## config.mk

```make
export PLATFORM = sky130hd
export DESIGN_NAME = repadd_mul
export DESIGN_NICKNAME = d
export VERILOG_FILES = /design/src/rtl/repadd_mul_pkg.sv /design/src/rtl/repadd_mul_ctrl.sv /design/src/rtl/repadd_mul_dp.sv /design/src/rtl/repadd_mul_cyc.sv /design/src/rtl/repadd_mul.sv
export SDC_FILE = /design/constraint.sdc
export NUM_CORES = 1
export LEC_CHECK = 0
export BUFFER_PORTS_ARGS = -buffer_cell sky130_fd_sc_hd__buf_2
export CORE_UTILIZATION = 63
export CTS_CLUSTER_SIZE = 30
export DETAILED_ROUTE_END_ITERATION = 8
export PLACE_DENSITY = 0.91
export SETUP_SLACK_MARGIN = 0.1
export SKIP_CTS_REPAIR_TIMING = 1
export SYNTH_ARGS = -nofsm -noshare
export SYNTH_HDL_FRONTEND = slang
export SYNTH_SLANG_ARGS = --single-unit
```

## constraint.sdc

```tcl
create_clock -name clk -period 9.1 [get_ports clk]
set_clock_uncertainty 0.2 [all_clocks]
set_input_delay 1.82 -clock clk [delete_from_list [all_inputs] [get_ports clk]]
set_output_delay 1.82 -clock clk [all_outputs]
set_load 0.01 [all_outputs]
```

## src/rtl/repadd_mul_pkg.sv

```systemverilog
package repadd_mul_pkg;
  typedef enum logic [1:0] {
    ST_IDLE = 2'd0,
    ST_TEST = 2'd1,
    ST_HOLD = 2'd2
  } mul_state_t;
endpackage

```

## src/rtl/repadd_mul_ctrl.sv

```systemverilog
module repadd_mul_ctrl
  import repadd_mul_pkg::*;
#(
  parameter int ITER = 7
) (
  input  logic clk,
  input  logic rst,
  input  logic start_i,
  input  logic x_zero_i,
  output logic load_o,
  output logic step_o,
  output logic finish_o,
  output logic ready_o
);
  localparam int PH_W = (ITER > 2) ? $clog2(ITER - 1) : 1;
  localparam logic [PH_W-1:0] PH_LAST = PH_W'((ITER >= 2) ? (ITER - 2) : 0);
  localparam bit SINGLE = (ITER <= 1);

  mul_state_t state_q, state_d;
  logic [PH_W-1:0] ph_q;
  logic ready_q;

  always_comb begin
    state_d  = state_q;
    load_o   = 1'b0;
    step_o   = 1'b0;
    finish_o = 1'b0;
    unique case (state_q)
      ST_IDLE: begin
        if (start_i) begin
          load_o  = 1'b1;
          state_d = ST_TEST;
        end
      end
      ST_TEST: begin
        if (x_zero_i) begin
          finish_o = 1'b1;
          state_d  = ST_IDLE;
        end else if (SINGLE) begin
          step_o = 1'b1;
        end else begin
          state_d = ST_HOLD;
        end
      end
      ST_HOLD: begin
        if (ph_q == PH_LAST) begin
          step_o  = 1'b1;
          state_d = ST_TEST;
        end
      end
      default: state_d = ST_IDLE;
    endcase
  end

  always_ff @(posedge clk) begin
    if (rst) begin
      state_q <= ST_IDLE;
      ph_q    <= '0;
      ready_q <= 1'b1;
    end else begin
      state_q <= state_d;
      ready_q <= (state_d == ST_IDLE);
      if (state_q == ST_HOLD) ph_q <= ph_q + 1'b1;
      else                    ph_q <= '0;
    end
  end

  assign ready_o = ready_q;
endmodule

```

## src/rtl/repadd_mul_dp.sv

```systemverilog
module repadd_mul_dp #(
  parameter int W = 32
) (
  input  logic         clk,
  input  logic         rst,
  input  logic         load_i,
  input  logic         step_i,
  input  logic [W-1:0] opa_i,
  input  logic [W-1:0] opb_i,
  output logic         x_zero_o,
  output logic [W-1:0] x_o,
  output logic [W-1:0] y_o,
  output logic [W-1:0] z_o
);
  logic [W-1:0] x_q, y_q, z_q;

  always_ff @(posedge clk) begin
    if (rst) begin
      x_q <= '0;
      y_q <= '0;
      z_q <= '0;
    end else if (load_i) begin
      x_q <= opa_i;
      y_q <= opb_i;
      z_q <= '0;
    end else if (step_i) begin
      x_q <= x_q - 1'b1;
      z_q <= z_q + y_q;
    end
  end

  assign x_zero_o = (x_q == '0);
  assign x_o = x_q;
  assign y_o = y_q;
  assign z_o = z_q;
endmodule

```

## src/rtl/repadd_mul_cyc.sv

```systemverilog
module repadd_mul_cyc #(
  parameter int CW = 40
) (
  input  logic          clk,
  input  logic          rst,
  input  logic          load_i,
  input  logic          busy_i,
  input  logic          finish_i,
  output logic [CW-1:0] cycles_o
);
  logic [CW-1:0] cnt_q, last_q;

  always_ff @(posedge clk) begin
    if (rst) begin
      cnt_q  <= '0;
      last_q <= '0;
    end else begin
      if (load_i)      cnt_q <= '0;
      else if (busy_i) cnt_q <= cnt_q + 1'b1;
      if (finish_i)    last_q <= cnt_q + 1'b1;
    end
  end

  assign cycles_o = last_q;
endmodule

```

## src/rtl/repadd_mul.sv

```systemverilog
module repadd_mul #(
  parameter int W    = 32,
  parameter int CW   = 40,
  parameter int ITER = 7
) (
  input  logic          clk,
  input  logic          rst,
  input  logic          start_i,
  input  logic [W-1:0]  opa_i,
  input  logic [W-1:0]  opb_i,
  output logic          ready_o,
  output logic          done_o,
  output logic [W-1:0]  product_o,
  output logic [CW-1:0] cycles_o
);
  logic load_w, step_w, finish_w, x_zero_w, ready_w;
  logic [W-1:0] x_w, y_w, z_w;
  logic done_q;
  logic [W-1:0] prod_q;

  repadd_mul_ctrl #(.ITER(ITER)) ctrl_i (
    .clk(clk), .rst(rst), .start_i(start_i), .x_zero_i(x_zero_w),
    .load_o(load_w), .step_o(step_w), .finish_o(finish_w), .ready_o(ready_w)
  );

  repadd_mul_dp #(.W(W)) dp_i (
    .clk(clk), .rst(rst), .load_i(load_w), .step_i(step_w),
    .opa_i(opa_i), .opb_i(opb_i), .x_zero_o(x_zero_w),
    .x_o(x_w), .y_o(y_w), .z_o(z_w)
  );

  repadd_mul_cyc #(.CW(CW)) cyc_i (
    .clk(clk), .rst(rst), .load_i(load_w), .busy_i(!ready_w),
    .finish_i(finish_w), .cycles_o(cycles_o)
  );

  always_ff @(posedge clk) begin
    if (rst) begin
      done_q <= 1'b0;
      prod_q <= '0;
    end else begin
      done_q <= finish_w;
      if (finish_w) prod_q <= z_w;
    end
  end

  assign ready_o   = ready_w;
  assign done_o    = done_q;
  assign product_o = prod_q;
endmodule

```

Yosys cells after proc, flatten, opt, wreduce, memory -nomap -nowiden
Index checks and enable logic that the tools add are counted.
- add/sub/neg operators: 4
- equal/unequal tests: 3
- muxes and demuxes: 12
- bitwise operators: 1
- reductions and logical operators: 6
- operators with widths (operator ; number):
    two-way mux 32 bit ; 2
    adder 40 x 1 -> 40 bit (second input constant) ; 1
    adder 32 bit ; 1
    zero test 32 bit ; 1
    subtractor 32 x 1 -> 32 bit (second input constant) ; 1
    two-way mux 1 bit ; 6
    two-way mux 2 bit ; 3
    case mux 2 bit (3 select lines) ; 1
    zero test 2 bit ; 2
    OR reduction 2 bit ; 2
    adder 3 x 1 -> 3 bit (second input constant) ; 1
    == test 3 bit (second input constant) ; 1
    == test 2 x 1 -> 1 bit (second input constant) ; 1
    == test 2 bit (second input constant) ; 1
    nonzero test 2 bit ; 1
    inverter 1 bit ; 1
- bits in registers: 215
- output and inout bits: 74
- logic and storage cells: 36

Depth between registers and ports, before layout
- depth after elaboration: 5
- gate-level depth with buffers: 10
- mapped depth without buffers: 9

Hierarchy
Synthesis repeated with hierarchy kept, for this count alone.
- cell total of the unflattened synthesis: 1304
- area total of the unflattened synthesis: 11343.4 µm²
- modules (own cells, without submodules) (module ; instances ; cells an instance ; area an instance (µm²) ; seq. area each (µm²)):
    repadd_mul_dp ; 1 ; 643 ; 5525.3 ; 1921.8
    repadd_mul_cyc ; 1 ; 525 ; 4339.2 ; 1601.5
    repadd_mul ; 1 ; 107 ; 1206.2 ; 660.6
    repadd_mul_ctrl ; 1 ; 29 ; 272.8 ; 120.1

Worst setup path after synthesis
Ideal clock, no wire load.
- kind: input to register
- start point: in rst
- end point: reg cyc_i.cnt_q[18]
- setup time: 0.128 ns
- arrival time: 2.967 ns
- required time: 8.772 ns
- setup slack: 5.805 ns
- cell stages on the path: 6
- path buffers: 4
- cell sequence: clkbuf_1 > nand2b_1 > clkbuf_1 > clkbuf_1 > clkbuf_1 > nor2_1
- word-level cells in the longest chain between the ends: 1
- ends and longest elaborated chain (item ; RTL line ; RTL):
    start: declaration ; repadd_mul.sv:7 ; input logic rst,
    OR reduction 2 bit (no line) ; - ;
    end signal: assignment ; repadd_mul_cyc.sv:19 ; else if (busy_i) cnt_q <= cnt_q + 1'b1;
    end: declaration ; repadd_mul_cyc.sv:11 ; logic [CW-1:0] cnt_q, last_q;
No other way between the ends.
A chain may end at the register's enable or synchronous reset.

Worst setup path in the final report
- start point: reg dp_i.x_q[14], in the netlist dp_i.x_o[14]
- end point: reg cyc_i.last_q[15], in the netlist cyc_i.cycles_o[15]
- word-level cells in the longest chain between the ends: 3
- ends and longest elaborated chain (item ; RTL line ; RTL):
    start: declaration ; repadd_mul_dp.sv:15 ; logic [W-1:0] x_q, y_q, z_q;
    start signal: assignment ; repadd_mul_dp.sv:23 ; x_q <= opa_i;
    start signal: assignment ; repadd_mul_dp.sv:27 ; x_q <= x_q - 1'b1;
    zero test 32 bit ; repadd_mul_dp.sv:32 ; assign x_zero_o = (x_q == '0);
    two-way mux 1 bit ; repadd_mul_ctrl.sv:36 ; if (x_zero_i) begin
    two-way mux 1 bit ; repadd_mul_ctrl.sv:28 ; unique case (state_q)
    end signal: assignment ; repadd_mul_cyc.sv:20 ; if (finish_i) last_q <= cnt_q + 1'b1;
    end: declaration ; repadd_mul_cyc.sv:11 ;
No other way between the ends.

==> results_dict.tcl <==
set metrics [dict create \
    grt_use_total_pct 30.31 \
    synth-main-ff-cell "dfxtp_1" \
    dieArea_um2 17410 \
    min_period_over_period_pct 42.78 \
    overflow 0 \
    syn_inst 1336 \
    finalHoldViolations 0 \
    place_inst 1623 \
    gp_congestion 0.9637 \
    layout_min_cycle_time_ns 3.893 \
    drc 0 \
    cp_data_arrival_time_ns 4.11 \
    cp_num_buf_inv 1 \
    syn_avg_cell_area_um2 7.963 \
    die_y_um 132.0 \
    port_buffers 140 \
    critPathKind "reg -> reg" \
    synth_edf_count 0 \
    rsz0062_at_grt "no" \
    htreeDepth 1 \
    fmax_ghz 0.2569 \
    maxSlewHeadroom_pct 32.41 \
    crit_required_ns 9.32 \
    finalSetupViolCount 0 \
    outcome "complete, no violations" \
    syn_nets 1439 \
    syn_to_final_growth_pct 14.10 \
    firstDrtPassIters 6 \
    crit_chain "or4_1 > nor3_1 > and4_1 > nand3_1 > nor2_4 > buf_4 > nor2_1 > a211oi_1" \
    core_um2 16520 \
    wirelength_um 26870 \
    tns_ns 0 \
    final_common_cell "nand2_1" \
    root_buffer "clkbuf_16" \
    cts_sinks 215 \
    grt_max_degree 83 \
    layout_common_cells "nand2_1 (231), dfxtp_1 (215), nor2_1 (170), buf_2 (139), a21oi_1 (136)" \
    slew_violations 0 \
    wl_per_cell_um 16.14 \
    dp_hpwl_um 17750 \
    fillers 1194 \
    endpoint_kind "register" \
    p_per_area_nw_per_um2 175.0 \
    vdd_ir_drop_max_uv 138.7 \
    worstSkewPairLatency_ns 0.52 \
    syn_area_um2 10640 \
    instances_no_fill 1665 \
    critPathSlowestCell "nor2_4" \
    rows 47 \
    ys_warn_count 0 \
    cts_tree "done" \
    yosysUniqueCellTypes 66 \
    cpPeakStageDelay_ns 0.81 \
    grt_pass1_vias 9480 \
    fin_total_pwr_mw 2.124 \
    cts-buffers-inserted 23 \
    start_util_pct 64.38 \
    viasPerCell 5.997 \
    synth.yosys.seq_area_share_pct 40.46 \
    vias 9985 \
    ys_ff_latch 215 \
    antenna_found_initial 2 \
    max_slew.worst_pin.slew_ns 1.012 \
    cap_violations 0 \
    drtAntennaViolNets 0 \
    cellLeakagePower_nw 4.559 \
    crit_family "simple AND/OR/NAND/NOR gates" \
    fp.dieW_um 132.0 \
    hp-class "reg -> reg" \
    cts_max_path_buffers 3 \
    nNetsFinal 1531 \
    async_flop_share_pct 0 \
    grt_pass1_wl_um 44200 \
    cts.reportedPaths.clkPinSlew_ns 0.06 \
    drive_gt1_share_pct 14.20 \
    cp-start-kind "register" \
    drt-initial-drc-count 849 \
    critPathMaxFanout 71 \
    num_io_pins 141 \
    hold_ws_ns 0.2479 \
]
[path summary, 6_finish.rpt]
kind	from	to	slack, ns	cells after the start
hold reg to reg	product_o[17]	product_o[17]	0.25	2
setup / recovery	dp_i.x_o[14]	cyc_i.cycles_o[15]	5.21	8
setup reg to reg	dp_i.x_o[14]	cyc_i.cycles_o[15]	5.21	8
hold / removal	product_o[17]	product_o[17]	0.25	2
[flip-flops by register name, indices dropped and copies added, names as in the netlist]
name            cells
dp_i.x_o           32
dp_i.z_o           32
done_o              1
cyc_i.cycles_o     40
dp_i.y_o           32
ctrl_i.ph_q         3
ctrl_i.ready_o      1
product_o          32
ctrl_i.state_q      2
cyc_i.cnt_q        40
[cells by family (layout without fill, tap and decap cells)]
| family | Yosys count | count (layout) | share of synthesized area, % |
|---|---|---|---|
| compound gates | 300 | 300 | 17.35 |
| other cells | 0 | 1 | 0 |
| simple gates | 578 | 578 | 24.77 |
| fa+ha+maj | 36 | 36 | 4.304 |
| flops | 215 | 215 | 40.46 |
| buf+inv | 90 | 198 | 3.446 |
| mux | 4 | 4 | 0.3764 |
| xor+xnor | 113 | 113 | 9.303 |
[cell usage after synthesis (5+ instances only)]
library cell	instances	area share, %
a211oi_1	64	4.5
a21o_1	13	0.92
a21oi_1	136	6.4
a221oi_1	6	0.49
a31oi_1	5	0.29
and2_1	6	0.35
and3_1	10	0.59
and4_1	5	0.41
buf_2	11	0.52
clkbuf_1	63	2.2
dfxtp_1	215	40
ha_1	35	4.1
inv_1	9	0.32
nand2_1	232	8.2
nand2b_1	6	0.35
nand3_1	37	1.7
nand4_1	18	1.1
nor2_1	170	6.0
nor3_1	36	1.7
nor4_1	8	0.47
o211ai_1	6	0.42
o21ai_0	37	1.7
or3_1	15	0.88
or4_1	7	0.49
xnor2_1	73	6.0
xor2_1	40	3.3
[cell type report]
class	count	area [um^2]	share of cell area [%]
Inverter	9	33.78	0.2783
Antenna cell	1	2.502	0.02061
Clock buffer	30	621.8	5.123
Timing Repair Buffer	148	763.2	6.287
Sequential cell	215	4304	35.46
Multi-Input combinational cell	1031	5974	49.22
Tap cell	220	275.3	2.268
Clock inverter	11	163.9	1.350
[layer usage]
metal	up-vias	part of all wire, %	global-route usage, %
met5	-	0.041	0
met4	2	3.7	13.18
met3	87	7.1	4.960
met2	405	47	51.41
met1	4644	43	38.03
li1	4847	-	-
[worst min-delay path, stage by stage (launching register included)]
cell	delay, ns
dfxtp_1	0.30
nand2_1	0.05
a21oi_1	0.05
[stage by stage]
| step | setup slack (ns) | utilization [%] | area (um^2) |
|---|---|---|---|
| 3_5_place_dp | 4.867 | 68.69 | 11350 |
| 4_1_cts | 5.261 | 73.45 | 12140 |
| 2_1_floorplan | 5.805 | - | 10640 |
| 6_report | 5.207 | 73.46 | 12140 |
| 3_3_place_gp | 4.942 | 68.69 | 11350 |
| 5_1_grt | 4.908 | 73.45 | 12140 |
[report_power, final]
group	leakage, nW	internal (mW)	switching [mW]
registers	1.74	0.966	0.0224
logic	2.43	0.0573	0.102
clock network	0.381	0.595	0.382
No activity file was read; power rests on OpenSTA's default activity.
